### src/rtl/dec_div_pkg.sv
package dec_div_pkg;
  typedef enum logic [3:0] {
    S_IDLE, S_XRD, S_XWN, S_XWD, S_CHK, S_BRING, S_SUB, S_MOVE, S_DONE
  } st_e;
endpackage

### src/rtl/dec_div_sub.sv
module dec_div_sub #(
  parameter int unsigned ND = 9
) (
  input  logic [4*ND-1:0] a_i,
  input  logic [4*ND-1:0] b_i,
  output logic [4*ND-1:0] d_o,
  output logic            borrow_o
);
  always_comb begin
    logic       bw;
    logic [4:0] t;
    bw = 1'b0;
    d_o = '0;
    for (int k = 0; k < int'(ND); k++) begin
      t = {1'b0, a_i[4*k +: 4]} - {1'b0, b_i[4*k +: 4]} - {4'd0, bw};
      d_o[4*k +: 4] = t[4] ? (t[3:0] + 4'd10) : t[3:0];
      bw = t[4];
    end
    borrow_o = bw;
  end
endmodule

### src/rtl/dec_div_opregs.sv
module dec_div_opregs #(
  parameter int unsigned ND = 8
) (
  input  logic            clk_i,
  input  logic            rst_ni,
  input  logic            load_i,
  input  logic [4*ND-1:0] num_ld_i,
  input  logic [4*ND-1:0] den_ld_i,
  input  logic            lat_i,
  input  logic            wnum_i,
  input  logic            wden_i,
  input  logic            shl_i,
  input  logic            res_we_i,
  input  logic [4*ND-1:0] res_i,
  output logic [4*ND-1:0] num_o,
  output logic [4*ND-1:0] den_o
);
  logic [4*ND-1:0] num_q, den_q, lat_q;

  always_ff @(posedge clk_i or negedge rst_ni) begin
    if (!rst_ni) begin
      num_q <= '0;
      den_q <= '0;
      lat_q <= '0;
    end else if (load_i) begin
      num_q <= num_ld_i;
      den_q <= den_ld_i;
    end else begin
      // exchange runs as three strobes: latch <- num, num <- den, den <- latch
      if (lat_i)    lat_q <= num_q;
      if (wnum_i)   num_q <= den_q;
      if (wden_i)   den_q <= lat_q;
      if (shl_i)    num_q <= {num_q[4*ND-5:0], 4'h0};
      if (res_we_i) den_q <= res_i;
    end
  end

  assign num_o = num_q;
  assign den_o = den_q;

  a_r2_shift_fills_zero: assert property (@(posedge clk_i) disable iff (!rst_ni)
    (shl_i && !load_i) |=> (num_o[3:0] == 4'h0));
endmodule

### src/rtl/dec_div.sv
module dec_div
  import dec_div_pkg::*;
#(
  parameter int unsigned NDIG = 8,
  localparam int unsigned DCW = $clog2(NDIG + 1),
  localparam int unsigned PW  = $clog2(2 * NDIG + 1)
) (
  input  logic              clk_i,
  input  logic              rst_ni,
  input  logic              start_i,
  input  logic              swap_i,
  input  logic [4*NDIG-1:0] num_i,
  input  logic [4*NDIG-1:0] den_i,
  input  logic [DCW-1:0]    digits_i,
  output logic              busy_o,
  output logic              done_o,
  output logic              err_o,
  output logic [4*NDIG-1:0] quot_o,
  output logic [PW-1:0]     dp_o
);
  localparam int unsigned RW    = 4 * (NDIG + 1);
  localparam int unsigned NSTEP = 2 * NDIG;

  st_e              st_q;
  logic [RW-1:0]    rem_q, diff;
  logic             borrow;
  logic [3:0]       cnt_q;
  logic [4*NDIG-1:0] quot_q;
  logic [DCW-1:0]   dc_q, dlim_q, dlim_in, dc_nx;
  logic [PW-1:0]    step_q, dp_q;
  logic             sig_q, err_q, mode_q;
  logic             digit_sig, last;
  logic [4*NDIG-1:0] num_w, den_w;
  logic             load, lat, wnum, wden, shl, res_we;

  always_comb begin
    if (digits_i == '0)                 dlim_in = DCW'(1);
    else if (digits_i > DCW'(NDIG))     dlim_in = DCW'(NDIG);
    else                                dlim_in = digits_i;
  end

  assign load   = (st_q == S_IDLE) && start_i;
  assign lat    = (st_q == S_XRD);
  assign wnum   = (st_q == S_XWN);
  assign wden   = (st_q == S_XWD);
  assign shl    = (st_q == S_BRING);
  assign res_we = (st_q == S_MOVE);

  dec_div_opregs #(.ND(NDIG)) u_regs (
    .clk_i   (clk_i),
    .rst_ni  (rst_ni),
    .load_i  (load),
    .num_ld_i(num_i),
    .den_ld_i(den_i),
    .lat_i   (lat),
    .wnum_i  (wnum),
    .wden_i  (wden),
    .shl_i   (shl),
    .res_we_i(res_we),
    .res_i   (quot_q),
    .num_o   (num_w),
    .den_o   (den_w)
  );

  dec_div_sub #(.ND(NDIG + 1)) u_sub (
    .a_i     (rem_q),
    .b_i     ({4'h0, den_w}),
    .d_o     (diff),
    .borrow_o(borrow)
  );

  // a zero digit before the first nonzero one is skipped, not stored
  assign digit_sig = sig_q || (cnt_q != 4'd0);
  assign dc_nx     = digit_sig ? dc_q + DCW'(1) : dc_q;
  assign last      = (dc_nx == dlim_q) || (step_q == PW'(NSTEP - 1));

  always_ff @(posedge clk_i or negedge rst_ni) begin
    if (!rst_ni) begin
      st_q   <= S_IDLE;
      rem_q  <= '0;
      cnt_q  <= '0;
      quot_q <= '0;
      dc_q   <= '0;
      dlim_q <= DCW'(1);
      step_q <= '0;
      dp_q   <= '0;
      sig_q  <= 1'b0;
      err_q  <= 1'b0;
      mode_q <= 1'b0;
    end else begin
      unique case (st_q)
        S_IDLE: if (start_i) begin
          rem_q  <= '0;
          cnt_q  <= '0;
          quot_q <= '0;
          dc_q   <= '0;
          dlim_q <= dlim_in;
          step_q <= '0;
          dp_q   <= '0;
          sig_q  <= 1'b0;
          err_q  <= 1'b0;
          mode_q <= swap_i;
          st_q   <= swap_i ? S_XRD : S_CHK;
        end
        S_XRD: st_q <= S_XWN;
        S_XWN: st_q <= S_XWD;
        S_XWD: st_q <= S_CHK;
        S_CHK: begin
          if (den_w == '0) begin
            err_q <= 1'b1;
            st_q  <= S_DONE;
          end else begin
            st_q  <= S_BRING;
          end
        end
        S_BRING: begin
          rem_q <= {rem_q[4*NDIG-1:0], num_w[4*NDIG-1 -: 4]};
          cnt_q <= '0;
          st_q  <= S_SUB;
        end
        S_SUB: begin
          if (!borrow) begin
            rem_q <= diff;
            cnt_q <= cnt_q + 4'd1;
          end else begin
            step_q <= step_q + PW'(1);
            if (digit_sig) begin
              sig_q  <= 1'b1;
              quot_q <= {quot_q[4*NDIG-5:0], cnt_q};
              dc_q   <= dc_nx;
            end else begin
              dp_q <= dp_q + PW'(1);
            end
            st_q <= last ? S_MOVE : S_BRING;
          end
        end
        S_MOVE: st_q <= S_DONE;
        S_DONE: st_q <= S_IDLE;
        default: st_q <= S_IDLE;
      endcase
    end
  end

  assign busy_o = (st_q != S_IDLE);
  assign done_o = (st_q == S_DONE);
  assign err_o  = err_q;
  assign quot_o = den_w;
  assign dp_o   = dp_q;

  a_r3_digit_le9: assert property (@(posedge clk_i) disable iff (!rst_ni)
    (st_q == S_SUB) |-> (cnt_q <= 4'd9));
  a_r4_dc_in_limit: assert property (@(posedge clk_i) disable iff (!rst_ni)
    busy_o |-> (dc_q <= dlim_q));
  a_r6_step_cap: assert property (@(posedge clk_i) disable iff (!rst_ni)
    busy_o |-> (step_q <= PW'(NSTEP)));
  a_r7_err_zero: assert property (@(posedge clk_i) disable iff (!rst_ni)
    (done_o && err_o) |-> (quot_o == '0 && dp_o == '0));
  a_r8_done_pulse: assert property (@(posedge clk_i) disable iff (!rst_ni)
    done_o |=> !done_o);
  a_r9_start_ignored: assert property (@(posedge clk_i) disable iff (!rst_ni)
    (busy_o && start_i) |=> ($stable(dlim_q) && $stable(mode_q)));
  a_r10_idle_hold: assert property (@(posedge clk_i) disable iff (!rst_ni)
    (!busy_o && !start_i) |=> ($stable(quot_o) && $stable(dp_o) && $stable(err_o)));
endmodule

### config.mk
export PLATFORM = sky130hd
export DESIGN_NAME = dec_div
export DESIGN_NICKNAME = d
export VERILOG_FILES = /design/src/rtl/dec_div_pkg.sv /design/src/rtl/dec_div_sub.sv /design/src/rtl/dec_div_opregs.sv /design/src/rtl/dec_div.sv
export SDC_FILE = /design/constraint.sdc
export NUM_CORES = 1
export LEC_CHECK = 0
export BUFFER_PORTS_ARGS = -buffer_cell sky130_fd_sc_hd__buf_2
export CAP_MARGIN = 20
export CORE_ASPECT_RATIO = 0.6
export CORE_MARGIN = 2
export CORE_UTILIZATION = 51
export DETAILED_ROUTE_END_ITERATION = 8
export PLACE_DENSITY_LB_ADDON = 0.3
export SETUP_SLACK_MARGIN = 0.3
export SLEW_MARGIN = 0
export SYNTH_ARGS = -nofsm -noshare
export SYNTH_HDL_FRONTEND = slang
export SYNTH_HIERARCHICAL = 1
export SYNTH_SLANG_ARGS = --single-unit
### constraint.sdc
create_clock -name clk_i -period 36.5 [get_ports clk_i]
set_clock_uncertainty 0.05 [all_clocks]
set_input_delay 1.825 -clock clk_i [delete_from_list [all_inputs] [get_ports clk_i]]
set_output_delay 1.825 -clock clk_i [all_outputs]
set_load 0.02 [all_outputs]
==> impl_metrics.csv <==
group,metric,value,unit
worst_setup_path,regToRegSetupSlack,22.33,ns
logic_synthesis,synthesis.yosys.warnings,6,
worst_hold_path,min_path_cells,2,
die,fp.dieArea,0.0238,sq mm
cts,cts-buffers-inserted,17,
detailed_routing,detail_route.iter0.violations,986,
sta,tightest_slew,0.835,ns
worst_setup_path,critical_path.endpoint_type,"flip-flop",
detailed_routing,post_drt_wl_per_cell,20.2,microns
logic_synthesis,synth.ff_latch_count,192,
layout,antenna_cells,0,
detailed_routing,routed-via-count,8960,
logic_synthesis,yosysTopAreaCell,"sky130_fd_sc_hd__dfrtp_1",
logic_synthesis,number_of_different_library_cells_in_the_post_synthesis_netlist,63,
detailed_routing,detail_route.first_pass.iterations,5,
cts,cts.root.buffer_cell,"sky130_fd_sc_hd__clkbuf_16",
layout,area.sequential,0.00481,sq mm
logic_synthesis,synth_top_cells_by_area,"sky130_fd_sc_hd__dfrtp_1, sky130_fd_sc_hd__ha_1, sky130_fd_sc_hd__a22oi_1, sky130_fd_sc_hd__a21oi_1, sky130_fd_sc_hd__and3b_1",
logic_synthesis,synthFlopType,"sky130_fd_sc_hd__dfrtp_1",
worst_setup_path,regToRegEndpoint,"cnt_q[2]",
sta,count_of_pins_over_their_slew_limit,0,
cts,post_cts_resized,0,
global_route,antenna_violations_before_repair,0,
placement,gpl.final_weighted_congestion,0.864,
worst_setup_path,cp_slowest_cell,"sky130_fd_sc_hd__buf_4",
sta,period_minus_slack,14.17,ns
detailed_routing,avgViaCountPerCell,5.99,
layout,share_of_layout_cells_above_drive_strength_1,0.184,
detailed_routing,drt-total-wl,30.2,mm
worst_setup_path,regToRegStartpoint,"rem_q[0]",
die,row_count,42,
cts,cts_clock_pin_slew_for_the_worst_setup_and_hold_paths,0.07,ns
layout,fin_nets,1352,
worst_setup_path,timing.critical_path.arrival,14.45,ns
worst_setup_path,worst-endpoint-required,36.79,ns
logic_synthesis,asyncSetResetFlopFracSynth,1.00,
cts,numClockSinks,192,
global_route,grt_pass1_vias,8488,
cts,cts.htree.levels,4,
worst_hold_path,hp-start,"dlim_q[0]",
layout,multi_input_comb_area,0.00604,sq mm
logic_synthesis,mappedNetlistArea,0.0115,sq mm
logic_synthesis,yosys-top-cells-count,"sky130_fd_sc_hd__dfrtp_1, sky130_fd_sc_hd__a21oi_1, sky130_fd_sc_hd__a22oi_1, sky130_fd_sc_hd__inv_1, sky130_fd_sc_hd__ha_1",
die,die_h,120,microns
layout,num-fill-cells,1905,
sta,maxSlewHeadroom,0.444,
logic_synthesis,synth-seq-area-share,0.418,
status,outcome,"finished, final reports clean",
sta,layout_worst_path_cycle_share,0.388,
global_route,globalRouteTotalUtil,0.262,
placement,dpl.hpwl,20.5,mm
worst_setup_path,critical_path.max_fanout,77,
layout,area_growth_synth_to_finish,11.7,%
layout,layout.cells.non_filler,1495,
die,start_util,0.521,
worst_hold_path,timing.hold.worst.class,"flip-flop to flip-flop",
sta,setup_viol_count_final,0,
cts,ctsHoldBuffers,0,
job,max-cap-violations,0,
cts,post-cts-setup-buffer-count,0,
cts,maximum_buffer_depth_of_the_clock_tree,2,
die,number_of_primary_i_o_pins,112,
global_route,maximum_number_of_pins_on_one_net_before_global_route_repair,129,
global_route,grt-ovfl-total,0,
die,die_x,198,microns
worst_setup_path,critical_path.max_stage_delay,0.60,ns
worst_setup_path,timing_worst_setup_path_type,"flip-flop to flip-flop",
placement,io_buffers,111,
worst_hold_path,min_to,"dlim_q[0]",
worst_setup_path,r2r.worst_path.cells,66,
sta,rsz0062_at_grt,"false",
sta,max_clock_freq,70.6,MHz
logic_synthesis,yosys.area.top_type_share,0.416,
die,std_cell_core_area,0.0221,sq mm
placement,placement.setup.worst_slack,22.43,ns
sta,setup_tns,0,ns
logic_synthesis,postSynthAreaPerCell,10.3,sq um
worst_setup_path,crit_start_category,"flip-flop",
placement,cell_count_after_placement,1461,
logic_synthesis,synth_edf_count,0,
sta,finalHoldViolCount,0,
detailed_routing,drc,0,
global_route,grt_first_pass_wirelength,48.0,mm
sta,postLayoutSetupSlackWorst,22.33,ns
detailed_routing,final_antenna_net_count,0,
logic_synthesis,yosysMostFrequentCell,"sky130_fd_sc_hd__dfrtp_1",
logic_synthesis,postSynthCellCount,1119,
cts,worstSkewPairLatency,0.44,ns
cts,tritoncts,"yes",
[stage by stage]
step	area [sq um]	utilization	hold slack [ns]
after floorplan	11500	-	0.400
after global placement	12200	0.552	0.414
after detailed placement	12200	0.553	0.433
after CTS	12800	0.580	0.443
after global routing	12900	0.582	0.459
final	12900	0.582	0.435
[state kept, by name, summed over array words and instances, names as in the netlist]
| register | flops |
|---|---|
| dlim_q | 4 |
| dp_o | 5 |
| err_o | 1 |
| cnt_q | 4 |
| u_regs/num_o | 32 |
| sig_q | 1 |
| dc_q | 4 |
| u_regs/lat_q | 32 |
| quot_q | 32 |
| step_q | 5 |
| rem_q | 36 |
| u_regs/den_o | 32 |
| st_q | 4 |
[layout by cell type (no fill, tap or decap), types with 10 or more instances in the layout]
cell                        count
sky130_fd_sc_hd__fa_1          17
sky130_fd_sc_hd__a31oi_1       11
sky130_fd_sc_hd__mux2_2        32
sky130_fd_sc_hd__clkbuf_16     17
sky130_fd_sc_hd__buf_4         12
sky130_fd_sc_hd__nor2_1        46
sky130_fd_sc_hd__nand2_1       20
sky130_fd_sc_hd__a22oi_1       96
sky130_fd_sc_hd__dfrtp_1      191
sky130_fd_sc_hd__inv_1         84
sky130_fd_sc_hd__a22o_1        31
sky130_fd_sc_hd__o21ai_1       31
sky130_fd_sc_hd__a21oi_1      110
sky130_fd_sc_hd__xnor2_1       29
sky130_fd_sc_hd__xor2_1        23
sky130_fd_sc_hd__o21ai_0       54
sky130_fd_sc_hd__buf_2        110
sky130_fd_sc_hd__nor4_1        10
sky130_fd_sc_hd__nand3b_1      11
sky130_fd_sc_hd__and3b_1       60
sky130_fd_sc_hd__nand2b_1      13
sky130_fd_sc_hd__ha_1          67
[logic make-up (layout without fill, tap and decap cells)]
logic type	Yosys count	after routing	synth area share
adder cells (fa/ha/maj)	84	84	0.102
AO/OA/AOI/OAI	366	366	0.202
multiplexers	47	47	0.0481
XOR/XNOR	52	52	0.0396
AND/OR/NAND/NOR	221	221	0.127
buffers and inverters	156	243	0.0628
flip-flops	192	192	0.418
other	1	4	0.000326
[worst max-delay path by stage]
stage | startpoint | end | slack (ns) | cells past startpoint
2_1_floorplan | u_regs/den_o[0] | quot_q[10] | 23.37 | 66
6_report | rem_q[0] | cnt_q[2] | 22.33 | 66
3_5_place_dp | rem_q[0] | cnt_q[2] | 22.43 | 66
5_1_grt | rem_q[0] | cnt_q[2] | 21.44 | 66
4_1_cts | rem_q[0] | cnt_q[2] | 22.39 | 66
3_3_place_gp | rem_q[0] | cnt_q[2] | 22.75 | 66
[cell type report]
| class | instances | share of cell area |
|---|---|---|
| clock inverter | 12 | 0.0104 |
| tap | 286 | 0.0278 |
| inverter | 85 | 0.0250 |
| timing repair buffer | 126 | 0.0568 |
| multi-input combinational | 774 | 0.470 |
| clock buffer | 20 | 0.0363 |
| sequential | 192 | 0.374 |
[per-layer routing]
layer / GRT usage / share of wire
met1: 0.415 / 0.50
met2: 0.372 / 0.42
met5: 0 / 0
met3: 0.0469 / 0.067
met4: 0.0498 / 0.0090
[worst max-delay path: cells and delay by family (launching register included)]
| kind | cells | cell delay (ns) |
|---|---|---|
| and+or+nand+nor | 17 | 3.40 |
| AOI/OAI and AO/OA | 13 | 3.22 |
| buffers and inverters | 18 | 1.72 |
| DFF | 1 | 0.40 |
| adders and majority gates | 18 | 5.24 |
Power is left out: the tool's default activity adds up to more than one toggle a clock period on the data nets, which glitch-free logic cannot reach.
